--- src/rtl/ref_div_pkg.sv ---
package ref_div_pkg;

  parameter int unsigned CODE_W  = 5;
  parameter int unsigned TMODE_W = 3;
  parameter int unsigned RATIO_W = 9;

  typedef enum logic [1:0] {
    SEL_BIT = 2'd0,
    SEL_FB  = 2'd1,
    SEL_CMP = 2'd2
  } port_sel_e;

endpackage

--- src/rtl/ref_div_decode.sv ---
module ref_div_decode
  import ref_div_pkg::*;
#(
  parameter int unsigned CNT_W = RATIO_W
) (
  input  logic [CODE_W-1:0] code,
  output logic [CNT_W-1:0]  ratio,
  output logic              legal
);

  localparam int unsigned EXP_W = 3;

  logic [1:0]       grp;
  logic [EXP_W-1:0] k;
  logic [CNT_W-1:0] base;

  assign grp = code[CODE_W-1 -: 2];
  assign k   = code[EXP_W-1:0];

  always_comb begin
    legal = (grp == 2'b00) || (k != '0);
    base  = CNT_W'(4) + CNT_W'(grp);
    if (grp == 2'b00)
      ratio = CNT_W'(2) << k;
    else if (k == '0)
      ratio = '0;
    else
      ratio = base << (k - EXP_W'(1));
  end

endmodule

--- src/rtl/ref_div_counter.sv ---
module ref_div_counter
  import ref_div_pkg::*;
#(
  parameter int unsigned CNT_W = RATIO_W
) (
  input  logic             clk,
  input  logic             rst_n,
  input  logic [CNT_W-1:0] new_ratio,
  input  logic             new_ok,
  output logic             pulse,
  output logic             bad,
  output logic [CNT_W-1:0] act_ratio
);

  localparam logic [CNT_W-1:0] RST_RATIO = CNT_W'(2);

  logic [CNT_W-1:0] pend_q;
  logic [CNT_W-1:0] act_q;
  logic [CNT_W-1:0] cnt_q;
  logic             wrap;

  assign wrap      = (cnt_q == act_q - CNT_W'(1));
  assign act_ratio = act_q;

  // Accepted ratio waits here until the running period closes.
  always_ff @(posedge clk) begin
    if (!rst_n) begin
      pend_q <= RST_RATIO;
      bad    <= 1'b0;
    end else begin
      bad <= !new_ok;
      if (new_ok)
        pend_q <= new_ratio;
    end
  end

  always_ff @(posedge clk) begin
    if (!rst_n) begin
      cnt_q <= '0;
      act_q <= RST_RATIO;
      pulse <= 1'b0;
    end else begin
      pulse <= wrap;
      if (wrap) begin
        cnt_q <= '0;
        act_q <= pend_q;
      end else begin
        cnt_q <= cnt_q + CNT_W'(1);
      end
    end
  end

endmodule

--- src/rtl/ref_div_portmux.sv ---
module ref_div_portmux
  import ref_div_pkg::*;
(
  input  logic [TMODE_W-1:0] tmode,
  input  logic               port_bit,
  input  logic               fb_half,
  input  logic               cmp,
  output logic               port_out,
  output logic               port_oe
);

  port_sel_e sel;

  always_comb begin
    if (!tmode[TMODE_W-1])
      sel = SEL_BIT;
    else if (tmode[TMODE_W-2:0] == '0)
      sel = SEL_FB;
    else
      sel = SEL_CMP;
  end

  always_comb begin
    unique case (sel)
      SEL_FB: begin
        port_out = fb_half;
        port_oe  = 1'b1;
      end
      SEL_CMP: begin
        port_out = cmp;
        port_oe  = 1'b1;
      end
      default: begin
        port_out = port_bit;
        port_oe  = port_bit;
      end
    endcase
  end

endmodule

--- src/rtl/ref_div_top.sv ---
module ref_div_top
  import ref_div_pkg::*;
#(
  parameter int unsigned CNT_W = RATIO_W
) (
  input  logic               ref_clk,
  input  logic               rst_n,
  input  logic [CODE_W-1:0]  ratio_code,
  input  logic [TMODE_W-1:0] test_mode,
  input  logic               port_bit,
  input  logic               fb_half,
  output logic               cmp_pulse,
  output logic               code_bad,
  output logic               port_out,
  output logic               port_oe
);

  logic [CNT_W-1:0] dec_ratio;
  logic             dec_ok;
  logic [CNT_W-1:0] act_ratio;

  ref_div_decode #(.CNT_W(CNT_W)) u_dec (
    .code  (ratio_code),
    .ratio (dec_ratio),
    .legal (dec_ok)
  );

  ref_div_counter #(.CNT_W(CNT_W)) u_cnt (
    .clk       (ref_clk),
    .rst_n     (rst_n),
    .new_ratio (dec_ratio),
    .new_ok    (dec_ok),
    .pulse     (cmp_pulse),
    .bad       (code_bad),
    .act_ratio (act_ratio)
  );

  ref_div_portmux u_mux (
    .tmode    (test_mode),
    .port_bit (port_bit),
    .fb_half  (fb_half),
    .cmp      (cmp_pulse),
    .port_out (port_out),
    .port_oe  (port_oe)
  );

endmodule

--- config.mk ---
export PLATFORM = sky130hd
export DESIGN_NAME = ref_div_top
export DESIGN_NICKNAME = d
export VERILOG_FILES = /design/src/rtl/ref_div_pkg.sv /design/src/rtl/ref_div_decode.sv /design/src/rtl/ref_div_counter.sv /design/src/rtl/ref_div_portmux.sv /design/src/rtl/ref_div_top.sv
export SDC_FILE = /design/constraint.sdc
export NUM_CORES = 1
export LEC_CHECK = 0
export ABC_AREA = 1
export BUFFER_PORTS_ARGS = -buffer_cell sky130_fd_sc_hd__buf_2
export CAP_MARGIN = 20
export CORE_MARGIN = 2
export CORE_UTILIZATION = 60
export DETAILED_ROUTE_END_ITERATION = 16
export PLACE_DENSITY = 0.85
export SKIP_CTS_REPAIR_TIMING = 1
export SYNTH_ARGS = -nofsm -noshare
export SYNTH_HDL_FRONTEND = slang
export SYNTH_SLANG_ARGS = --single-unit
--- constraint.sdc ---
create_clock -name ref_clk -period 4.54 [get_ports ref_clk]
set_input_delay 0.227 -clock ref_clk [delete_from_list [all_inputs] [get_ports ref_clk]]
set_output_delay 0.227 -clock ref_clk [all_outputs]
set_load 0.05 [all_outputs]
### After elaboration in Yosys (flattened, before gate mapping)

Cells that the tools add are included.

| word-level totals | value |
|---|---|
| input port bits | 12 |
| register bits after elaboration | 29 |
| logic and storage cells | 29 |

| operators by class | value |
|---|---|
| reductions and logical operators | 8 |
| equality and inequality tests | 3 |
| shift operators | 2 |
| add/sub/neg operators | 4 |
| bitwise logic cells | 1 |
| muxes and demuxes | 6 |

Operators with widths:

| operator | number |
|---|---|
| 9-bit 2-to-1 mux | 2 |
| 9-bit by 1-bit adder with 9-bit output, second input constant | 1 |
| 9-bit equality test | 1 |
| 2-bit by 3-bit << shifter with 9-bit output, first input constant | 1 |
| 9-bit by 3-bit << shifter with 9-bit output | 1 |
| 9-bit by 1-bit subtractor with 9-bit output, second input constant | 1 |
| 3-bit by 2-bit adder with 4-bit output, first input constant | 1 |
| 2-bit zero test | 2 |
| 2-bit 2-to-1 mux | 2 |
| 2-bit OR reduction | 2 |
| 3-bit zero test | 1 |
| 3-bit nonzero test | 1 |
| 3-bit by 1-bit subtractor with 3-bit output, second input constant | 1 |
| 2-bit by 1-bit equality test with 1-bit output, second input constant | 1 |
| 2-bit equality test, second input constant | 1 |
| 1-bit case mux with 2 select lines | 1 |
| 1-bit zero test | 1 |
| 1-bit logical OR | 1 |
| 1-bit 2-to-1 mux | 1 |
| 1-bit NOT | 1 |

### Longest topological paths before layout

Gate-level depths: netlist (run 1).

| depth | value |
|---|---|
| depth after elaboration | 6 |
| mapped depth | 13 |
| mapped depth without buffers | 13 |

### Modules after synthesis

A second synthesis (run 1) with hierarchy kept.

| second synthesis, totals | value |
|---|---|
| cell total of the unflattened synthesis | 281 |
| area total of the unflattened synthesis | 1913.1 um2 |

By module, submodules not included:

| module | instances | cells an instance | sequential area each (um2) | area each (um2) |
|---|---|---|---|---|
| ref_div_counter | 1 | 205 | 580.6 | 1496.4 |
| ref_div_decode | 1 | 66 | 0.0 | 372.9 |
| ref_div_portmux | 1 | 10 | 0.0 | 43.8 |

### Worst setup path after synthesis (run 1)

No wires, ideal clock.

| timing | value |
|---|---|
| kind | register -> output |
| from | register u_cnt.pulse |
| to | output port port_out |
| required time | 4.313 ns |
| setup slack | 2.731 ns |
| stages on the path, launching flop included | 3 |
| arrival time | 1.582 ns |
| cells stage by stage | dfxtp_1 o21ai_0 a31oi_1 |

| on the way | value |
|---|---|
| word-level cells in the longest chain between the ends | 1 |

Ends and longest elaborated chain:

| element | RTL line | RTL |
|---|---|---|
| start, declared | ref_div_counter.sv:10 | `output logic pulse,` |
| start signal, assigned | ref_div_counter.sv:43 | `pulse <= wrap;` |
| 1-bit case mux with 2 select lines | ref_div_portmux.sv:24 | `unique case (sel)` |
| end, declared | ref_div_top.sv:14 | `output logic port_out,` |

Every way passes these cells.

### Worst setup path in the final report (run 1)

| timing | value |
|---|---|
| from | register u_cnt.act_q[0] (netlist: u_cnt.act_ratio[0]) |
| to | register u_cnt.cnt_q[4] |

| on the way | value |
|---|---|
| word-level cells in the longest chain between the ends | 3 |

Ends and longest elaborated chain:

| element | RTL line | RTL |
|---|---|---|
| start, declared | ref_div_counter.sv:18 | `logic [CNT_W-1:0] act_q;` |
| start signal, assigned | ref_div_counter.sv:46 | `act_q <= pend_q;` |
| 9-bit by 1-bit subtractor with 9-bit output | ref_div_counter.sv:22 | `assign wrap = (cnt_q == act_q - CNT_W'(1));` |
| 9-bit equality test | ref_div_counter.sv:22 |  |
| 2-bit OR reduction (no line) | n/a |  |
| end signal, assigned | ref_div_counter.sv:48 | `cnt_q <= cnt_q + CNT_W'(1);` |
| end, declared | ref_div_counter.sv:19 | `logic [CNT_W-1:0] cnt_q;` |

Every way passes these cells.
A chain may end at the register's enable or synchronous reset.

==> summary.md, run 1 <==
| Metric | Value |
|---|---|
| Sequential area share after synthesis | 32.1% |
| Synth-to-Final Area Change | 8.37% |
| Final Wtd Congestion | 0.937 |
| First-pass GRT wire length | 6.30 mm |
| TNS Setup | 0 ns |
| Die width | 58.9 um |
| Post-Route WL | 3.70 mm |
| Peak supply drop | 0.000322 V |
| ANT cells | 0 |
| CORE AREA | 2810 sq um |
| Synth Register Bits | 29 |
| H-tree levels | 2 |
| Post-DP Area | 1910 sq um |
| Main area contributors after synthesis | dfxtp_1 32%, nand2_1 14%, nand3_1 10% |
| Tcrit/Tclk final | 41.0% |
| Initial antenna violation count | 0 |
| Most frequent cells in the layout | 66 x nand2_1, 37 x nand3_1, 30 x inv_1 |
| CP endpoint kind | flop |
| IO buf count | 15 |
| Hold WS | 0.265 ns |
| # DRC | 2 |
| Unique masters post-synth | 29 |
| Synth warn | 0 |
| Max-cap violations | 0 |
| Total Routing Usage GR | 23.6% |
| Final hold vios | 0 |
| Synth Net Count | 284 |
| Grt total ovfl | 0 |
| # IOs | 16 |
| CTS tree | yes |
| Placed Cells | 308 |
| Startpoint type of the worst setup path | flop |
| Post-route insts no fill | 316 |
| Slew Limit Fails | 0 |
| Die Footprint | 3470 sq um |
| CTS Buf Count | 5 |
| Crit path DAT | 2.07 ns |
| Worst-Margin Slew | 0.648 ns |
| Failing checks | DRC |
| Static Leak | 0.926 nW |
| Most common library cell in the layout ignoring fill and taps | nand2_1 |
| Synth area leader | dfxtp_1 |
| FP Rows | 19 |
| Mapped Cells | 265 |
| Final #Nets | 303 |
| DR vias | 1,696 |
| Mapped Area | 1810 sq um |
| Max frequency | 538 MHz |
| Design Power | 0.863 mW |
| Detailed Routing Iterations Pass 1 | 10 |
| RSZ-0062 raised after global routing | no |
| Worst slew margin | 56.6% |
| Vias in the first global route | 1,475 |
| Worst Hold Class | in -> reg |
| Clk slew on worst S/H paths | 0.09 ns |
| Share of post-route cells with drive strength above 1 | 17.9% |
| 1st-iter DRT viols | 74 |
| Setup-failing EPs final | 0 |
| Post-synth top area share | 32.1% |
| Root Driver | clkbuf_4 |
| Avg Cell Area, Syn | 6.82 sq um |
| Worst-Skew Late Latency | 0.32 ns |
| Crit-path max FO | 10 |
| Worst-case clock buffer depth | 2 |
| Initial Utilization | 64.5% |
| Min cycle time layout | 1.86 ns |
| Status | finished with violations |
| Cell Pwr Density | 440 nW/um^2 |
| DRT antenna net count | 0 |
| Vias per cell | 5.37 |
| Clock Skew | 0.00650 ns |
| Die Y | 58.9 um |
| Critical path type | reg -> reg |
| Post-layout instance area | 1960 sq um |
| CTS sink cnt | 29 |
| DP HPWL | 2.94 mm |
| Critical path data required time | 4.75 ns |
| Drt wl/cell | 11.7 um |
| Largest net degree at the start of global routing | 24 |
==> through the flow <==
step	util, %	setup WS (ns)
6_report	69.8	2.68
5_1_grt	69.8	2.53
4_1_cts	69.8	2.69
3_5_place_dp	68.0	2.70
3_3_place_gp	68.0	2.77
2_1_floorplan	-	2.73
==> kinds of logic (layout without fill, tap and decap cells) <==
kind of cell	count (synthesis)	in the layout	share of synthesized area [%]
adders and majority gates	7	7	4.84
and+or+nand+nor	162	162	43.5
buffers and inverters	35	55	7.40
DFF	29	29	32.1
AOI/OAI and AO/OA	22	22	7.27
xor gates and xnor gates	10	10	4.84
==> power breakdown <==
group / switching, mW / internal, mW / total (mW)
clock: 0.0860 / 0.0589 / 0.145
sequential: 0.0289 / 0.282 / 0.310
combinational: 0.268 / 0.140 / 0.407
==> metal layers <==
metal | share of wire, % | wire (um) | track usage (%)
met1 | 51 | 1870 | 32.6
met5 | 0 | 0 | 0
met3 | 3.8 | 141 | 5.71
met2 | 44 | 1640 | 36.8
met4 | 1.5 | 54 | 6.82
==> state kept, by name, summed over array words and instances (netlist names) <==
register         count
u_cnt.pulse          1
u_cnt.act_ratio      9
u_cnt.cnt_q          9
u_cnt.bad            1
u_cnt.pend_q         9
==> cell type report <==
class,instances,area (sq um)
clock buffers,6,41.3
fillers,259,846
inverters,32,120
multi-input cells,201,1090
well taps,31,38.8
clock inverters,2,10.0
repair buffers,15,75.1
flip-flops and latches,29,581
==> worst max-delay path, cell delays in order, from the launching register on <==
cell	delay, ns
dfxtp_1	0.37
inv_1	0.09
ha_1	0.25
inv_1	0.06
nand2_1	0.06
nand2_1	0.07
nand2_1	0.04
nand2_1	0.10
nand3_1	0.08
nor2_1	0.23
nand3_4	0.20
nand2_8	0.16
nor2_2	0.04
==> worst paths after layout <==
check	depth (start not counted)	slack [ns]	to	start
worst max-delay path	12	2.68	u_cnt.cnt_q[4]$_SDFF_PP0_	u_cnt.act_ratio[0]$_SDFFE_PN0N_
worst min-delay path	3	0.26	u_cnt.pend_q[8]$_SDFFE_PN0N_	ratio_code[2]
worst max register to register	12	2.68	u_cnt.cnt_q[4]$_SDFF_PP0_	u_cnt.act_ratio[0]$_SDFFE_PN0N_
worst min register to register	2	0.47	u_cnt.act_ratio[0]$_SDFFE_PN0N_	u_cnt.pend_q[0]$_SDFFE_PN0N_
==> cell usage after synthesis <==
cell	n
a21oi_1	2
a31oi_1	7
a32o_1	1
and2_1	1
buf_2	2
clkbuf_1	1
clkinv_1	1
dfxtp_1	29
ha_1	7
inv_1	30
inv_2	1
nand2_1	66
nand2_2	5
nand2_8	1
nand3_1	37
nand3_2	2
nand3_4	1
nand3b_1	1
nand4_1	3
nor2_1	25
nor2_2	12
nor2_4	3
nor3_1	1
o211ai_1	3
o21ai_0	7
o21ai_1	2
or2_2	4
xnor2_1	4
xor2_1	6
(Power assumes the default switching activity.)
==> inputs of run 2 (changes only) <==
Settings changed: CORE_UTILIZATION 60 to 59, PLACE_DENSITY 0.85 to 0.84.
Clock period 4.54 ns to 1.8 ns, I/O delays scaled along.
==> summary.md, run 2 (synthesized netlist as in run 1, its figures left out) <==
| Metric | Value |
|---|---|
| Cell Pwr Density | 1130 nW/um^2 |
| Peak supply drop | 0.000767 V |
| RSZ-0062 raised after global routing | yes |
| Die Footprint | 3520 sq um |
| CP endpoint kind | flop |
| Share of post-route cells with drive strength above 1 | 24.7% |
| Worst R2R Start | u_cnt.act_ratio[1]$_SDFFE_PN1N_ |
| Drt wl/cell | 12.2 um |
| Initial Utilization | 60.7% |
| Most common library cell in the layout ignoring fill and taps | nand2_1 |
| Most frequent cells in the layout | 61 x nand2_1, 34 x nand3_1, 29 x inv_1 |
| TNS Setup | 0 ns |
| Worst-Margin Slew | 0.508 ns |
| Post-DP Area | 1940 sq um |
| WHS Endpoint | u_cnt.pend_q[6]$_SDFFE_PN0N_ |
| Die width | 59.4 um |
| Final Wtd Congestion | 0.921 |
| Status | finished clean |
| Startpoint type of the worst setup path | flop |
| Max-cap violations | 0 |
| Placed Cells | 314 |
| Critical path type | reg -> reg |
| Worst-case clock buffer depth | 2 |
| Die Y | 59.4 um |
| Clock Skew | 0.0180 ns |
| Crit-path max FO | 6 |
| Design Power | 2.38 mW |
| Synth-to-Final Area Change | 16.1% |
| H-tree levels | 2 |
| Final #Nets | 310 |
| Worst slew margin | 66.1% |
| Vias per cell | 5.47 |
| FP Rows | 20 |
| Critical path data required time | 2.00 ns |
| DP HPWL | 2.96 mm |
| Detailed Routing Iterations Pass 1 | 5 |
| ANT cells | 0 |
| Setup-failing EPs final | 0 |
| Vias in the first global route | 1,551 |
| Dpl ws | -0.0140 ns |
| Post-route insts no fill | 324 |
| Grt total ovfl | 0 |
| Static Leak | 0.970 nW |
| DRT antenna net count | 0 |
| Hold Crit Depth | 3 |
| First-pass GRT wire length | 6.33 mm |
| CTS sink cnt | 29 |
| 1st-iter DRT viols | 95 |
| Hold WS | 0.112 ns |
| Post-Route WL | 3.95 mm |
| Root Driver | clkbuf_4 |
| Flop2flop setup slack | 0.07 ns |
| CTS Buf Count | 5 |
| Worst Reg2Reg Path Length in Cells | 11 |
| Min cycle time layout | 1.73 ns |
| Clk slew on worst S/H paths | 0.09 ns |
| Fillcell total | 250 |
| Area of the multi-input gates | 1180 sq um |
| Final worst setup slack | 0.0664 ns |
| # IOs | 16 |
| Post-layout instance area | 2100 sq um |
| Initial antenna violation count | 0 |
| Sequential cell area | 584 sq um |
| # DRC | 0 |
| Final hold vios | 0 |
| Total Routing Usage GR | 23.7% |
| Tcrit/Tclk final | 96.3% |
| Largest net degree at the start of global routing | 24 |
| Crit path DAT | 1.93 ns |
| Hold Path Origin | ratio_code[2] |
| Max frequency | 577 MHz |
| Reg-to-reg endpoint | u_cnt.act_ratio[1]$_SDFFE_PN1N_ |
| DR vias | 1,773 |
| CORE AREA | 2980 sq um |
| Slew Limit Fails | 0 |
| Final design utilization | 70.5% |
| Worst Hold Class | in -> reg |
| Worst-Skew Late Latency | 0.32 ns |
| IO buf count | 15 |
| CTS tree | yes |
## run 2: cell types whose count changed in the layout (fill, tap and decap cells not counted), moves of 2 or more
cell,previous run,this run
nor2_4,3,5
dfxtp_2,0,3
nand3_2,2,4
nand3_1,37,34
dfxtp_1,29,26
buf_4,0,5
nor2_1,25,23
nand2_2,5,10
clkinv_2,2,0
nand3_4,1,3
nand2_1,66,61
## run 2: cell type report
class                      count  area share (%)
clock buffer                   7            2.62
inverter                      32            5.72
multi-input combinational    203            56.5
sequential                    29            27.8
tap                           33            1.97
timing repair buffer          20            5.37
## run 2: worst max path at each step
stage | startpoint | endpoint | cells after the start
floorplan | u_cnt.pulse$_SDFF_PN0_ | port_out | 2
global placement | u_cnt.act_ratio[0]$_SDFFE_PN0N_ | u_cnt.cnt_q[0]$_SDFF_PP0_ | 12
detailed placement | u_cnt.act_ratio[0]$_SDFFE_PN0N_ | u_cnt.cnt_q[2]$_SDFF_PP0_ | 12
CTS | u_cnt.act_ratio[0]$_SDFFE_PN0N_ | u_cnt.cnt_q[0]$_SDFF_PP0_ | 12
global route | u_cnt.act_ratio[0]$_SDFFE_PN0N_ | u_cnt.act_ratio[6]$_SDFFE_PN0N_ | 12
finish | u_cnt.act_ratio[1]$_SDFFE_PN1N_ | u_cnt.act_ratio[1]$_SDFFE_PN1N_ | 11
## run 2: layer usage
layer,part of all wire [%],up-vias,GRT usage [%]
li1,-,911,-
met1,45,792,31.3
met2,47,60,36.6
met3,5.6,10,5.68
met4,2.0,0,10.4
met5,0,-,0
## run 2: where the power goes
part | internal (mW) | leakage, nW | switching, mW
sequential | 0.712 | 0.237 | 0.0728
combinational | 0.432 | 0.702 | 0.777
clock | 0.184 | 0.0314 | 0.203
total | 1.33 | 0.970 | 1.05
## run 2: critical path, cell delays in order, from the launching register on
cell,delay [ns]
dfxtp_2,0.33
inv_1,0.08
ha_4,0.15
nand2_2,0.08
nor2_4,0.15
nand3_4,0.11
nand3_4,0.09
nand3_2,0.10
nor2_4,0.17
nand3_4,0.18
nand2_2,0.11
nand3_1,0.06
